===== src/rtl/ushift_pkg.sv =====
package ushift_pkg;
    typedef enum logic [1:0] {
        MODE_HOLD  = 2'b00,
        MODE_RIGHT = 2'b01,
        MODE_LEFT  = 2'b10,
        MODE_LOAD  = 2'b11
    } mode_e;
endpackage


===== src/rtl/ushift_mode_dec.sv =====
module ushift_mode_dec
    import ushift_pkg::*;
(
    input  logic  sel_hi,
    input  logic  sel_lo,
    output mode_e mode
);
    always_comb begin
        mode = mode_e'({sel_hi, sel_lo});
    end
endmodule


===== src/rtl/ushift_cell.sv =====
module ushift_cell
    import ushift_pkg::*;
(
    input  mode_e mode,
    input  logic  cur,
    input  logic  from_lower,
    input  logic  from_upper,
    input  logic  pad_bit,
    output logic  nxt
);
    always_comb begin
        unique case (mode)
            MODE_HOLD:  nxt = cur;
            MODE_RIGHT: nxt = from_lower;
            MODE_LEFT:  nxt = from_upper;
            MODE_LOAD:  nxt = pad_bit;
            default:    nxt = cur;
        endcase
    end
endmodule


===== src/rtl/ushift_pad_ctl.sv =====
module ushift_pad_ctl
    import ushift_pkg::*;
#(
    parameter int WIDTH = 8
) (
    input  mode_e             mode,
    input  logic              oe_a_n,
    input  logic              oe_b_n,
    input  logic [WIDTH-1:0]  word,
    output logic [WIDTH-1:0]  pad_out,
    output logic              pad_oe
);
    logic enables_on;

    always_comb begin
        enables_on = ~(oe_a_n | oe_b_n);
        pad_oe     = enables_on && (mode != MODE_LOAD);
        pad_out    = word;
    end
endmodule


===== src/rtl/ushift_reg.sv =====
module ushift_reg
    import ushift_pkg::*;
#(
    parameter int WIDTH = 8
) (
    input  logic              clk,
    input  logic              clr_n,
    input  logic              sel_lo,
    input  logic              sel_hi,
    input  logic              oe_a_n,
    input  logic              oe_b_n,
    input  logic              ser_in_lo,
    input  logic              ser_in_hi,
    input  logic [WIDTH-1:0]  pad_in,
    output logic [WIDTH-1:0]  pad_out,
    output logic              pad_oe,
    output logic              tap_lo,
    output logic              tap_hi
);
    localparam int TOP = WIDTH - 1;

    typedef struct packed {
        logic [WIDTH-1:0] word;
    } state_t;

    state_t            st_d;
    state_t            st_q;
    mode_e             mode;
    logic [WIDTH-1:0]  cell_nxt;
    logic [WIDTH-1:0]  lower_v;
    logic [WIDTH-1:0]  upper_v;

    ushift_mode_dec u_dec (
        .sel_hi (sel_hi),
        .sel_lo (sel_lo),
        .mode   (mode)
    );

    for (genvar i = 0; i < WIDTH; i++) begin : g_stage
        if (i == 0) begin : g_low_end
            assign lower_v[i] = ser_in_lo;
        end else begin : g_low_mid
            assign lower_v[i] = st_q.word[i-1];
        end
        if (i == TOP) begin : g_high_end
            assign upper_v[i] = ser_in_hi;
        end else begin : g_high_mid
            assign upper_v[i] = st_q.word[i+1];
        end

        ushift_cell u_cell (
            .mode       (mode),
            .cur        (st_q.word[i]),
            .from_lower (lower_v[i]),
            .from_upper (upper_v[i]),
            .pad_bit    (pad_in[i]),
            .nxt        (cell_nxt[i])
        );
    end

    always_comb begin
        st_d = st_q;
        if (!clr_n) begin
            st_d.word = '0;
        end else begin
            st_d.word = cell_nxt;
        end
    end

    always_ff @(posedge clk) begin
        st_q <= st_d;
    end

    ushift_pad_ctl #(.WIDTH(WIDTH)) u_pad (
        .mode    (mode),
        .oe_a_n  (oe_a_n),
        .oe_b_n  (oe_b_n),
        .word    (st_q.word),
        .pad_out (pad_out),
        .pad_oe  (pad_oe)
    );

    assign tap_lo = st_q.word[0];
    assign tap_hi = st_q.word[TOP];
endmodule


===== config.mk =====
export PLATFORM = sky130hd
export DESIGN_NAME = ushift_reg
export DESIGN_NICKNAME = d
export VERILOG_FILES = /design/src/rtl/ushift_pkg.sv /design/src/rtl/ushift_mode_dec.sv /design/src/rtl/ushift_cell.sv /design/src/rtl/ushift_pad_ctl.sv /design/src/rtl/ushift_reg.sv
export SDC_FILE = /design/constraint.sdc
export NUM_CORES = 1
export LEC_CHECK = 0
export ABC_AREA = 1
export BUFFER_PORTS_ARGS = -buffer_cell sky130_fd_sc_hd__buf_2
export CAP_MARGIN = 20
export CORE_MARGIN = 5
export CORE_UTILIZATION = 35
export CTS_CLUSTER_SIZE = 10
export DETAILED_ROUTE_END_ITERATION = 10
export PLACE_DENSITY = 0.66
export SLEW_MARGIN = 40
export SYNTH_ARGS = -nofsm -noshare
export SYNTH_HDL_FRONTEND = slang
export SYNTH_SLANG_ARGS = --single-unit

===== constraint.sdc =====
create_clock -name clk -period 0.8 [get_ports clk]
set_input_delay 0.04 -clock clk [delete_from_list [all_inputs] [get_ports clk]]
set_output_delay 0.04 -clock clk [all_outputs]
set_load 0.01 [all_outputs]

==> results_dict.tcl, run 1 <==
set metrics [dict create \
    numPortBuffers 26 \
    period_needed_ps 770.0 \
    drc 0 \
    place_inst 126 \
    placed_cell_area_um2 660.6 \
    ant_nets 0 \
    pwr-share-clk_pct 30.0 \
    hold_slack_ps 77.06 \
    clkTransAtPathRegs_ps 60 \
    ios 27 \
    intPower_uw 736.6 \
    final_layout_size_suffix_gt1_share_pct 38.05 \
    cts_made_buffers 3 \
    fmax_ghz 1.299 \
    worstMarginPinSlew_ps 158.2 \
    end_kind "primary output" \
    crit_chain "buf_2" \
    yosysTopAreaCell "dfxtp_1" \
    p_seq_share_pct 44.1 \
    initial_core_util_pct 37.13 \
    routed_wl_um 1390 \
    status "complete, no violations" \
    grt-ovfl-total 0 \
    largest_register_ffs 8 \
    drtIter0Drc 12 \
    h-tree-depth 1 \
    largest_register "st_q" \
    crit_arrival_ps 730 \
    p_comb_share_pct 25.9 \
    clkLatencyLatePin_ps 250 \
    slew_headroom_pct 89.34 \
    max_stage_delay_ps 340 \
    path_class "reg -> out" \
    fin_area_um2 710.7 \
    syn-instance-count 90 \
    die-area_um2 2498 \
    reg2reg_depth 4 \
    netlist_area_um2 559.3 \
    grt_pass1_wl_um 2325 \
    synthTopCellsByArea "dfxtp_1 29%, nand3_1 13%, buf_4 12%" \
    firstDrtPassIters 4 \
    sw_frac_of_total_pct 30.01 \
    cp-start-kind "register" \
    fp.dieH_um 49.98 \
    setup_viol 0 \
    clock_skew_ps 3.965 \
    grt_pass1_vias 553 \
    slew_violations 0 \
    dp_hpwl_um 1125 \
    power.density_nw_per_um2 1481 \
    worstPathBufferInverterCount 1 \
    grt_start_max_net_pins 11 \
    via_per_inst 4.651 \
    maxCapViolations 0 \
    final_util_pct 47.18 \
    wl_per_cell_um 10.78 \
    yosysSeqAreaShare_pct 28.64 \
    hold_viol 0 \
    yosysWarnings 0 \
    cp_top_family "flip-flops" \
    cts_tree "built" \
    synth_nets 106 \
    cts_sinks 8 \
    synth_top_cell_area_share_pct 28.64 \
    area_growth_pct 27.07 \
    finalPower_mw 1.052 \
    place.gp.congestion 0.7997 \
    cts_buffer_depth 2 \
    n_antenna_cell 0 \
    postCtsSetupBuffers 0 \
    root_buffer "clkbuf_4" \
    critical-path-slowest-cell "dfxtp_2" \
    stdcell_count 129 \
    min_path_type "in -> reg" \
    die_w_um 49.98 \
    ys_types 13 \
    cp.depth 1 \
    p_sw_uw 315.9 \
    cts_hold_buf 0 \
    coreArea_um2 1506 \
    crit_fanout 4 \
    avgSynthCellArea_um2 6.214 \
    grt_usage_pct 11.95 \
    vias 600 \
    fin_crit_sh_pct 96.25 \
    synth_seq_cells 8 \
    ir_drop_v 0.0005484 \
    hold_path_depth 3 \
    p_leak_nw 0.4062 \
    required_ps 760 \
    grt_setup_unrepaired "yes" \
    fillCellCount 161 \
    final_nets 131 \
    fp-row-count 14 \
    antenna_found_initial 0 \
    top_regs "st_q (8)" \
]
[layout make-up]
class	count	area, um2	share of cell area [%]
clock buffer	3	22.52	3.169
inverter	13	50.05	7.042
multi-input combinational	59	270.3	38.03
sequential	8	168.9	23.77
tap	16	20.02	2.817
timing repair buffer	30	178.9	25.18
[timing repair]
item / CTS / global route
setup endpoints to repair: 9 / 4
gates cloned: 0 / 0
resized for setup: 7 / 3
pin swaps: 0 / 1
[power groups by stage]
stage / clock (mW) / combinational, mW / sequential, mW
floorplan: 0 / 0.190 / 0.463
global placement: 0 / 0.260 / 0.464
detailed placement: 0 / 0.262 / 0.465
CTS: 0.326 / 0.265 / 0.462
global route: 0.345 / 0.309 / 0.469
finish: 0.316 / 0.273 / 0.464
[placed cells by master (no fill, tap or decap)]
master / synthesis / layout
buf_2: 0 / 23
nor2_1: 16 / 16
nand2_1: 15 / 15
nand3_1: 15 / 15
inv_1: 11 / 11
dfxtp_2: 0 / 7
o21ai_0: 6 / 6
buf_4: 9 / 4
o21bai_1: 3 / 3
a21oi_1: 3 / 3
clkbuf_4: 0 / 3
buf_6: 1 / 3
clkinv_2: 1 / 1
inv_2: 1 / 1
nand2_4: 1 / 1
dfxtp_1: 8 / 1
[per-layer routing]
| metal | share of wire, % | vias to the layer above | track usage [%] |
|---|---|---|---|
| li1 | - | 323 | - |
| met1 | 45 | 261 | 13.82 |
| met2 | 49 | 14 | 19.28 |
| met3 | 4.5 | 2 | 2.711 |
| met4 | 2.0 | 0 | 7.860 |
| met5 | 0 | - | 0 |
[per-stage QoR]
step,setup TNS [ps],setup WS (ps)
floorplan,0,73.12
global placement,-36.32,-17.63
detailed placement,-29.16,-12.60
CTS,0,17.07
global route,-5.036,-5.036
finish,0,30.02
[cells in the mapped netlist (all sizes together)]
| cell | instances |
|---|---|
| clkinv | 1 |
| dfxtp | 8 |
| nand3 | 15 |
| nand2 | 16 |
| buf | 10 |
| inv | 12 |
| o21bai | 3 |
| a21oi | 3 |
| nor2 | 16 |
| o21ai | 6 |
[kinds of logic after synthesis]
group / Yosys count / synth area share [%]
AO/OA/AOI/OAI: 12 / 12.08
AND/OR/NAND/NOR: 47 / 36.24
flip-flops: 8 / 28.63
buffers and inverters: 23 / 23.04
[worst min-delay path, cell delays in order]
cell	delay, ps
buf_2	130
o21ai_0	70
nor2_1	40
[worst paths after layout]
| kind | to | startpoint | slack, ps |
|---|---|---|---|
| max reg2reg | st_q[1] | st_q[0] | 60 |
| max | tap_lo | st_q[0] | 30 |
| min | st_q[6] | clr_n | 80 |
| min reg2reg | st_q[0] | st_q[0] | 570 |
Note: power is estimated with default switching activity, not from simulation.
==> run 2: changes to the inputs <==
PLACE_DENSITY = unset   (was 0.66)
clock period = 0.96 ns   (was 0.8 ns; I/O delays follow)
==> results_dict.tcl, run 2 (same netlist as run 1, synthesis figures left out) <==
set metrics [dict create \
    cp-start-kind "register" \
    grt_pass1_vias 578 \
    final_util_pct 43.85 \
    routed-wl-met2_um 615 \
    fp-row-count 14 \
    grt_usage_pct 12.42 \
    coreArea_um2 1506 \
    top_regs "st_q (8)" \
    r2r_setup_slack_ps 190 \
    stdcell_count 126 \
    fin_area_um2 660.6 \
    numPortBuffers 26 \
    fin_setup_tns_ps 0 \
    clkTransAtPathRegs_ps 60 \
    critical-path-slowest-cell "dfxtp_1" \
    setup_viol 0 \
    end_kind "primary output" \
    grt_start_max_net_pins 16 \
    highest_layer "met4" \
    dp_hpwl_um 1074 \
    area_growth_pct 18.12 \
    firstDrtPassIters 4 \
    die-area_um2 2498 \
    final_layout_size_suffix_gt1_share_pct 30.00 \
    cts_resized 0 \
    postCtsSetupBuffers 0 \
    wl_per_cell_um 10.72 \
    largest_register_ffs 8 \
    fin_crit_sh_pct 86.62 \
    post-place-ws_ps 81.39 \
    maxCapViolations 0 \
    crit_arrival_ps 780 \
    required_ps 910 \
    place.gp.congestion 0.8506 \
    worstMarginPinSlew_ps 245.7 \
    grt-ovfl-total 0 \
    cts_buffer_depth 2 \
    slew_headroom_pct 83.62 \
    power.density_nw_per_um2 1290 \
    rr_startpoint "st_q[1]" \
    fp.dieH_um 49.98 \
    reg2reg_depth 4 \
    worstHoldStart "pad_in[3]" \
    hold_path_end "st_q[3]" \
    mostFrequentLayoutCell "buf_2" \
    cts_hold_buf 0 \
    cts_tree "built" \
    placed_cell_area_um2 638.1 \
    ant_nets 0 \
    cts_made_buffers 3 \
    fmax_ghz 1.203 \
    met1_length_um 598 \
    cts_sinks 8 \
    status "complete, no violations" \
    min_path_type "in -> reg" \
    p_leak_nw 0.3861 \
    via_per_inst 4.929 \
    slew_violations 0 \
    grt_pass1_wl_um 2394 \
    ir_drop_v 0.0005700 \
    max_stage_delay_ps 380 \
    setup_slack_ps 128.5 \
    wl_met3_um 124 \
    crit_fanout 4 \
    cp_top_family "flip-flops" \
    routed_wl_um 1351 \
    drc 0 \
    path_class "reg -> out" \
    drtIter0Drc 23 \
    worstPathBufferInverterCount 1 \
    initial_core_util_pct 37.13 \
    period_needed_ps 831.5 \
    die_w_um 49.98 \
    grt_setup_unrepaired "no" \
    clkLatencyLatePin_ps 250 \
    antenna_found_initial 0 \
    largest_register "st_q" \
    crit_chain "buf_2" \
    ios 27 \
    place_inst 123 \
    hold_viol 0 \
    n_antenna_cell 0 \
    root_buffer "clkbuf_4" \
    clock_skew_ps 3.249 \
    h-tree-depth 1 \
    final_nets 128 \
    r2r-end "st_q[1]" \
    hold_path_depth 5 \
    final_cell_mix "26 x buf_2, 16 x nor2_1, 15 x nand2_1, 15 x nand3_1, 11 x inv_1" \
    vias 621 \
]
==> run 2: cell count changes in the layout (fill, tap and decap cells not counted) <==
cell     before  now
buf_6         3    0
dfxtp_2       7    0
dfxtp_1       1    8
buf_2        23   26
buf_4         4    1
==> run 2: stage by stage <==
step | total power, mW | hold slack (ps)
global placement | 0.5968 | 350.1
CTS | 0.8756 | 73.26
finish | 0.8519 | 91.94
floorplan | 0.5442 | 186.4
detailed placement | 0.5972 | 350.1
global route | 0.9203 | 81.32
==> run 2: final cells by class <==
cell class                 instances  area (um2)
fill                             166       845.8
multi-input combinational         59       270.3
sequential                         8       160.2
timing repair buffer              27       137.6
inverter                          13       50.05
clock buffer                       3       22.52
tap                               16       20.02
==> run 2: worst max path at each step <==
stage                 start          to  depth (start not counted)
floorplan           st_q[0]     st_q[1]                          4
global placement     sel_hi     st_q[6]                          6
detailed placement   sel_hi     st_q[6]                          6
CTS                 st_q[2]  pad_out[2]                          1
global route        st_q[2]  pad_out[2]                          1
finish              st_q[2]  pad_out[2]                          1
==> run 2: report_power, final <==
group	switching, mW	internal (mW)
clock	0.120	0.144
sequential	0.0227	0.358
combinational	0.118	0.0897
total	0.261	0.591
==> run 2: routing by layer <==
metal  vias to the layer above  GRT usage, %
met5                         -             0
li1                        319             -
met2                        24         17.16
met4                         0         8.734
met1                       276         15.56
met3                         2         4.518
